===== src/rtl/adc_pwr_pkg.sv =====
package adc_pwr_pkg;

    typedef enum logic [1:0] {
        ST_OFF  = 2'd0,
        ST_INIT = 2'd1,
        ST_RUN  = 2'd2
    } init_state_e;

    // Pair code to per-channel enables {pair1 R, pair1 L, pair0 R, pair0 L}
    function automatic logic [3:0] pair_decode(input logic [1:0] code);
        logic [3:0] en;
        unique case (code)
            2'b00:   en = 4'b0000;
            2'b01:   en = 4'b0011;
            2'b10:   en = 4'b0111;
            default: en = 4'b1111;
        endcase
        return en;
    endfunction

endpackage


===== src/rtl/pwr_reg.sv =====
module pwr_reg #(
    parameter int RW = 8,
    parameter int PW = 6,
    parameter logic [PW-1:0] RST_VAL = 6'h1F
) (
    input  logic          clk,
    input  logic          rst_n,
    input  logic          wr_en,
    input  logic [RW-1:0] wr_data,
    output logic [PW-1:0] pm_q,
    output logic          seq_err,
    output logic          gain_rst
);
    logic [1:0]    old_adc, new_adc, old_gain, new_gain;
    logic          illegal;
    logic [PW-1:0] stored;

    always_comb begin
        old_adc  = pm_q[3:2];
        new_adc  = wr_data[3:2];
        old_gain = pm_q[1:0];
        new_gain = wr_data[1:0];
        illegal  = (old_adc != 2'b00) && (new_adc != 2'b00) && (new_adc != old_adc);
        stored   = wr_data[PW-1:0];
        if (illegal) begin
            stored[3:2] = 2'b00;
        end
    end

    always_ff @(posedge clk) begin
        if (!rst_n) begin
            pm_q     <= RST_VAL;
            seq_err  <= 1'b0;
            gain_rst <= 1'b0;
        end else begin
            gain_rst <= wr_en && (old_gain == 2'b00) && (new_gain != 2'b00);
            if (wr_en) begin
                pm_q    <= stored;
                seq_err <= illegal;
            end
        end
    end
endmodule


===== src/rtl/init_seq.sv =====
module init_seq
    import adc_pwr_pkg::*;
#(
    parameter int INIT_TICKS = 4128,
    localparam int CW = $clog2(INIT_TICKS + 1)
) (
    input  logic clk,
    input  logic rst_n,
    input  logic adc_on,
    input  logic fs_tick,
    output logic busy,
    output logic ready
);
    init_state_e   state, nxt;
    logic [CW-1:0] cnt;

    // state register
    always_ff @(posedge clk) begin
        if (!rst_n) begin
            state <= ST_OFF;
            cnt   <= '0;
        end else begin
            state <= nxt;
            unique case (state)
                ST_OFF: begin
                    if (adc_on) begin
                        cnt <= CW'(INIT_TICKS);
                    end
                end
                ST_INIT: begin
                    if (!adc_on) begin
                        cnt <= '0;
                    end else if (fs_tick) begin
                        cnt <= cnt - CW'(1);
                    end
                end
                default: cnt <= '0;
            endcase
        end
    end

    // next state and outputs
    always_comb begin
        nxt   = state;
        busy  = 1'b0;
        ready = 1'b0;
        unique case (state)
            ST_OFF: begin
                if (adc_on) nxt = ST_INIT;
            end
            ST_INIT: begin
                busy = 1'b1;
                if (!adc_on) begin
                    nxt = ST_OFF;
                end else if (fs_tick && (cnt == CW'(1))) begin
                    nxt = ST_RUN;
                end
            end
            ST_RUN: begin
                ready = 1'b1;
                if (!adc_on) nxt = ST_OFF;
            end
            default: nxt = ST_OFF;
        endcase
    end
endmodule


===== src/rtl/smp_mask.sv =====
module smp_mask #(
    parameter int SW  = 16,
    parameter int NCH = 4
) (
    input  logic              clk,
    input  logic              rst_n,
    input  logic              ready,
    input  logic [NCH-1:0]    ch_en,
    input  logic [SW*NCH-1:0] d_in,
    input  logic              vld_in,
    output logic [SW*NCH-1:0] d_out,
    output logic              vld_out
);
    always_ff @(posedge clk) begin
        if (!rst_n) vld_out <= 1'b0;
        else        vld_out <= vld_in;
    end

    for (genvar k = 0; k < NCH; k++) begin : g_ch
        always_ff @(posedge clk) begin
            if (!rst_n) begin
                d_out[SW*k +: SW] <= '0;
            end else if (ready && ch_en[k]) begin
                d_out[SW*k +: SW] <= d_in[SW*k +: SW];
            end else begin
                d_out[SW*k +: SW] <= '0;
            end
        end
    end
endmodule


===== src/rtl/adc_pwr_seq.sv =====
module adc_pwr_seq
    import adc_pwr_pkg::*;
#(
    parameter int SW         = 16,
    parameter int NCH        = 4,
    parameter int INIT_TICKS = 4128,
    localparam int RW = 8,
    localparam int PW = 6
) (
    input  logic              clk,
    input  logic              rst_n,
    input  logic              wr_en,
    input  logic [RW-1:0]     wr_data,
    output logic [RW-1:0]     reg_q,
    output logic              seq_err,
    input  logic              fs_tick,
    input  logic [SW*NCH-1:0] smp_in,
    input  logic              smp_vld_in,
    output logic [SW*NCH-1:0] smp_out,
    output logic              smp_vld_out,
    output logic [NCH-1:0]    pga_en,
    output logic [NCH-1:0]    adc_en,
    output logic              pga_rst,
    output logic              busy
);
    logic [PW-1:0] pm;
    logic          ready;

    pwr_reg #(.RW(RW), .PW(PW), .RST_VAL(6'h1F)) u_reg (
        .clk(clk), .rst_n(rst_n), .wr_en(wr_en), .wr_data(wr_data),
        .pm_q(pm), .seq_err(seq_err), .gain_rst(pga_rst)
    );

    assign reg_q  = {{(RW-PW){1'b0}}, pm};
    assign pga_en = pair_decode(pm[1:0]);
    assign adc_en = pair_decode(pm[3:2]);

    init_seq #(.INIT_TICKS(INIT_TICKS)) u_seq (
        .clk(clk), .rst_n(rst_n), .adc_on(pm[3:2] != 2'b00),
        .fs_tick(fs_tick), .busy(busy), .ready(ready)
    );

    smp_mask #(.SW(SW), .NCH(NCH)) u_mask (
        .clk(clk), .rst_n(rst_n), .ready(ready), .ch_en(adc_en),
        .d_in(smp_in), .vld_in(smp_vld_in),
        .d_out(smp_out), .vld_out(smp_vld_out)
    );
endmodule


===== config.mk =====
export PLATFORM = sky130hd
export DESIGN_NAME = adc_pwr_seq
export DESIGN_NICKNAME = d
export VERILOG_FILES = /design/src/rtl/adc_pwr_pkg.sv /design/src/rtl/pwr_reg.sv /design/src/rtl/init_seq.sv /design/src/rtl/smp_mask.sv /design/src/rtl/adc_pwr_seq.sv
export SDC_FILE = /design/constraint.sdc
export NUM_CORES = 1
export LEC_CHECK = 0
export CAP_MARGIN = 30
export CORE_UTILIZATION = 25
export CTS_BUF_LIST = sky130_fd_sc_hd__clkbuf_8
export CTS_CLUSTER_SIZE = 12
export DETAILED_ROUTE_END_ITERATION = 8
export PLACE_DENSITY = 0.57
export SYNTH_ARGS = -nofsm -noshare
export SYNTH_HDL_FRONTEND = slang
export SYNTH_SLANG_ARGS = --single-unit

===== constraint.sdc =====
create_clock -name clk -period 2.4 [get_ports clk]
set_input_delay 0.48 -clock clk [delete_from_list [all_inputs] [get_ports clk]]
set_output_delay 0.48 -clock clk [all_outputs]
set_load 0.02 [all_outputs]

## Word level (Yosys, flattened, before mapping)

Cells that the tools add are included.
W data, S select, Z words.

- Mux-type cells: 14
- Add/sub/neg operators: 1
- Reductions and logical operators: 21
- Eq/ne operators: 12

Operators with widths:

| cell | number |
|---|---|
| $mux W13 | 3 |
| $pmux W13 S2 | 1 |
| $pmux W4 S3 | 2 |
| $eq A13 B1 Y1 const B | 1 |
| $sub A13 B1 Y13 const B | 1 |
| $mux W2 | 5 |
| $reduce_and A2 Y1 | 5 |
| $logic_and A1 B1 Y1 | 9 |
| $eq A2 B1 Y1 const B | 3 |
| $eq A2 B2 Y1 const B | 3 |
| $logic_not A2 Y1 | 3 |
| $ne A3 B3 Y1 const B | 2 |
| $pmux W2 S3 | 1 |
| $reduce_bool A2 Y1 | 3 |
| $reduce_and A3 Y1 | 1 |
| $mux W1 | 2 |
| $ne A2 B1 Y1 const B | 1 |
| $ne A2 B2 Y1 | 1 |
| $ne A2 B2 Y1 const B | 1 |

- Output and inout bits: 84
- Register bits: 88
- Input bits: 77
- Word-level logic and storage cells: 58

## Depth between registers and ports, before layout

- Depth in word-level cells: 5
- Mapped depth: 6

## Modules after synthesis

A second synthesis with hierarchy kept.

- Cell total of the unflattened synthesis: 288
- Area, all modules: 3251.9 sq um

By module, submodules not included:

| module | sequential area each (sq um) | area each (sq um) | times used | cells each |
|---|---|---|---|---|
| smp_mask | 1301.2 | 2021.9 | 1 | 148 |
| init_seq | 300.3 | 848.3 | 1 | 98 |
| pwr_reg | 160.2 | 312.8 | 1 | 31 |
| adc_pwr_seq | 0.0 | 68.8 | 1 | 11 |

## Worst setup path before layout

OpenSTA, ideal clock, no wires.

- Path type: register to register
- Start point: register u_reg.pm_q[3]
- End point: register u_mask.d_out[0]
- Stages on the path, launching flop included: 7
- Period minus slack after synthesis: 1.749 ns
- Data arrival time: 1.634 ns
- Path buffers: 2
- Slack: 0.651 ns
- Path through: dfxtp_1 -> buf_2 -> nor2_4 -> clkinv_1 -> and4_1 -> clkbuf_1 -> and2_1

- Cells in the longest elaborated chain, start to end: 4
- Elaborated cells on any way between the ends: 6
- Classes of those cells: 2 x eq/ne; 1 x mux; 3 x reduce/logical

RTL lines:

| item | line | source |
|---|---|---|
| start, declared | pwr_reg.sv:10 | `output logic [PW-1:0] pm_q,` |
| start signal, assigned | pwr_reg.sv:38 | `pm_q <= stored;` |
| $eq A2 B2 Y1 (tied with other cells) | adc_pwr_pkg.sv:12 | `unique case (code)` |
| $pmux W4 S3 * | adc_pwr_pkg.sv:12 |  |
| net adc_en[0] | adc_pwr_seq.sv:22 | `output logic [NCH-1:0] adc_en,` |
| $logic_and A1 B1 Y1 * | smp_mask.sv:23 | `end else if (ready && ch_en[k]) begin` |
| $reduce_and A2 Y1 (no line) * | n/a |  |
| end signal, assigned by index | smp_mask.sv:24 | `d_out[SW*k +: SW] <= d_in[SW*k +: SW];` |
| end, declared | smp_mask.sv:11 | `output logic [SW*NCH-1:0] d_out,` |

The timed path passes the listed nets; every way through them passes the cells marked *.
A chain may end at the register's enable or synchronous reset.

## Worst setup path after layout

- Start point: register u_seq.state[0]
- End point: output port busy

- Cells in the longest elaborated chain, start to end: 2

RTL lines:

| item | line | source |
|---|---|---|
| start, declared | init_seq.sv:14 | `init_state_e state, nxt;` |
| start signal, assigned | init_seq.sv:23 | `state <= nxt;` |
| $eq A2 B1 Y1 | init_seq.sv:47 | `unique case (state)` |
| $mux W1 | init_seq.sv:47 |  |
| end, declared | adc_pwr_seq.sv:24 | `output logic busy` |

No other way between the ends.

==> metrics.md <==
| Metric | Value |
|---|---|
| Outcome | complete, no violations |
| Final Skew | between 0.004 and 0.005 ns |
| Post-synth top cells | dfxtp_1, and2_1, and3_1 |
| Clock insertion delay at the later pin of the skew report | ~0.36 ns |
| Distinct cells, synth | a little under 50 |
| Startpoint Class | flip-flop |
| Slew Limit Fails | 0 |
| Final hold vios | 0 |
| Sequential area share after synthesis | 57.5% |
| Core footprint | 12,000 um^2 |
| Synth warnings | 0 |
| Final WS setup | around 0.11 ns |
| Largest area contributor in the netlist | dfxtp_1 |
| CTS sink count | 88 |
| Vias per cell | ~4.3 |
| M1 WL | about 3300 um |
| Row cnt | 40 |
| Cts hold-fix bufs | 0 |
| Worst slew margin | ~42% |
| WL/cell | 12.8 um |
| Setup TNS | 0 ns |
| First-pass GRT wire length | around 12,000 um |
| Initial antenna violation count | 0 |
| WP data arrival | approximately 1.8 ns |
| Die ar. | approximately 13,000 um^2 |
| Fin nets | 534 |
| Most frequent cell after synthesis | dfxtp_1 |
| Synthesized flop and latch total | 88 |
| Die H | between 100 and 150 um |
| Postcts setup bufs | 0 |
| Crit path from | u_seq.state[0] |
| Vias in the first global route | around 2,500 |
| Post-cts sizing count | 0 |
| Layout cells sized above 1 | under 10% |
| Reg-to-reg endpoint | u_seq.cnt[7] |
| Syn-to-layout area delta | 62.3% |
| ANT nets after route | 0 |
| Routed WL | roughly 7800 um |
| Tcrit/Tclk final | 95.2% |
| Residual DRC | 0 |
| Reg clk slew, reported paths | ~0.08 ns |
| Largest net degree at the start of global routing | 34 |
| R2r startpoint | u_seq.cnt[0] |
| Hold Startpoint | u_reg.pm_q[4] |
| Initial core utilization | roughly a quarter |
| Hpwl dp | roughly 5600 um |
| Syn_area_per_cell | 10.2 um^2 |
| Number of enable flip-flop cells after synthesis | 0 |
| Cts bufs inserted | 9 |
| Critical Path End Type | primary output |
| Fillers | roughly 1,200 |
| Iteration-0 DRC Markers | 200 |
| Final Setup Violations | 0 |
| Chip Width | between 100 and 150 um |
| DR WL met2 | between 3000 and 4000 um |
| Max Freq | around 0.44 GHz |
| Final Non-Filler Cells | between 600 and 700 |
| I/O pin count | 161 |
| Dpl ws | about 0.17 ns |
| CTS tree | yes |
| Gr ovfl total | 0 |
| CP max FO | 9 |
| Antenna cells | 0 |
| Synth Cell Area | roughly 3000 um^2 |
| All-Layer GR Usage | about an eighth |
| Ranking of synthesized cells by area | dfxtp_1, and2_1, and3_1, mux2i_1, nand2_1 |
| CP Capture Point | busy |
| Post-synth top area share | around 57% |
| RePlAce Congestion | 0.789 |
| First-pass DRT Iterations | 4 |
| Inst Count DP | 591 |
| CTS Buffer Depth | 2 |
| Most common flop cell mapped by yosys | dfxtp_1 |
| Highest Signal Layer | met4 |
| Worst-margin pin slew | 0.869 ns |
| R2R setup slack | 0.58 ns |
| Design area | roughly 5000 um^2 |
| WP data required | 1.92 ns |
| H-tree level count | 3 |
| Tmin final | 2.29 ns |
| Maximum VDD drop | between 0.15 and 0.2 mV |
| Vias | around 2,600 |
| Leakage Power | between 1.5 and 2 nW |
| Cells after Synth | between 200 and 300 |
| Port Buffer Count | 156 |
| R2R cell count | 4 |
| RSZ-0062 raised after global routing | false |
| Crit path kind | reg -> out |
| Async set-or-reset flop fraction in the synthesized netlist | 0% |
| Post-DP Area | ~4800 um^2 |
| Hold Crit Class | reg -> reg |
| WHS Path Cells | 2 |
| Root Buffer | clkbuf_8 |
| Pwr dens | 597 nW/um^2 |
| Met3 Routed Length | between 400 and 500 um |
| Maxcap violations | 0 |
## critical path: stages (launching register included)
cell and delay (ns):
dfxtp_1 0.50, inv_1 0.19, nor2_1 0.13, clkdlybuf4s50_1 0.63
## cell usage in the layout (no fill, tap or decap), types with 2 or more instances in the layout
master           instances
nand4_1                  2
nand3_1                  8
inv_1                    8
buf_4                    8
nand2b_1                 8
and3b_1                  2
ha_1                     2
nor2_1                   8
and4_1                   2
a21oi_1                  2
conb_1                   2
dfxtp_1                 88
and2_1                  52
clkdlybuf4s50_1        156
nor4_1                   3
mux2i_1                  9
or4_1                    4
a2111oi_0                2
a21boi_0                 2
nor2b_1                  2
nand2_1                 17
or3_1                    3
o21ai_0                  6
clkinv_2                 2
a32oi_1                  2
and3_1                  18
nor3_1                   6
clkbuf_8                10
xnor2_1                  2
## stage by stage
stage | util, % | total power, W | hold slack (ns)
CTS | 41.6 | 0.00303 | 0.497
global placement | 39.9 | 0.00197 | 0.460
finish | 41.6 | 0.00297 | 0.498
detailed placement | 39.9 | 0.00197 | 0.482
floorplan | - | 0.00177 | 0.450
global route | 41.6 | 0.00312 | 0.521
## kinds of logic after synthesis
logic type               share of synthesized area (%)
other                                            0.122
multiplexers                                      2.94
flip-flops                                        57.5
AO/OA/AOI/OAI                                     6.37
AND/OR/NAND/NOR                                   27.2
buffers and inverters                             4.16
XOR/XNOR                                         0.858
adder cells (fa/ha/maj)                          0.817
## metal layers
metal  vias up  track usage [%]
li1       1311                -
met1      1216             13.7
met2        96             21.5
met3        16             3.16
met4         0             6.40
met5         -                0
## layout make-up
type | count | area [um^2] | share of cell area, %
clock buffers | 10 | 138 | 2.77
inverters | 8 | 30.0 | 0.604
multi-input cells | 184 | 1180 | 23.7
flip-flops and latches | 88 | 1760 | 35.4
repair buffers | 164 | 1620 | 32.6
well taps | 147 | 184 | 3.70
clock inverters | 6 | 60.1 | 1.21
## flip-flops by register name, indices dropped and copies added, names as in the netlist
signal,count
u_seq.cnt,13
u_reg.seq_err,1
u_mask.d_out,64
u_mask.vld_out,1
u_reg.pm_q,6
u_reg.gain_rst,1
u_seq.state,2
## how the worst min path moves through the flow
stage | to
after floorplan | u_seq.cnt[7]
after global placement | u_reg.pm_q[4]
after detailed placement | u_reg.pm_q[4]
after CTS | u_seq.cnt[7]
after global routing | u_seq.cnt[6]
final | u_reg.pm_q[4]
## report_power, final
part | switching (W) | internal [W]
logic | 0.000171 | 0.000237
clock network | 0.000526 | 0.000504
registers | 0.0000386 | 0.00149
(Power assumes the default switching activity.)
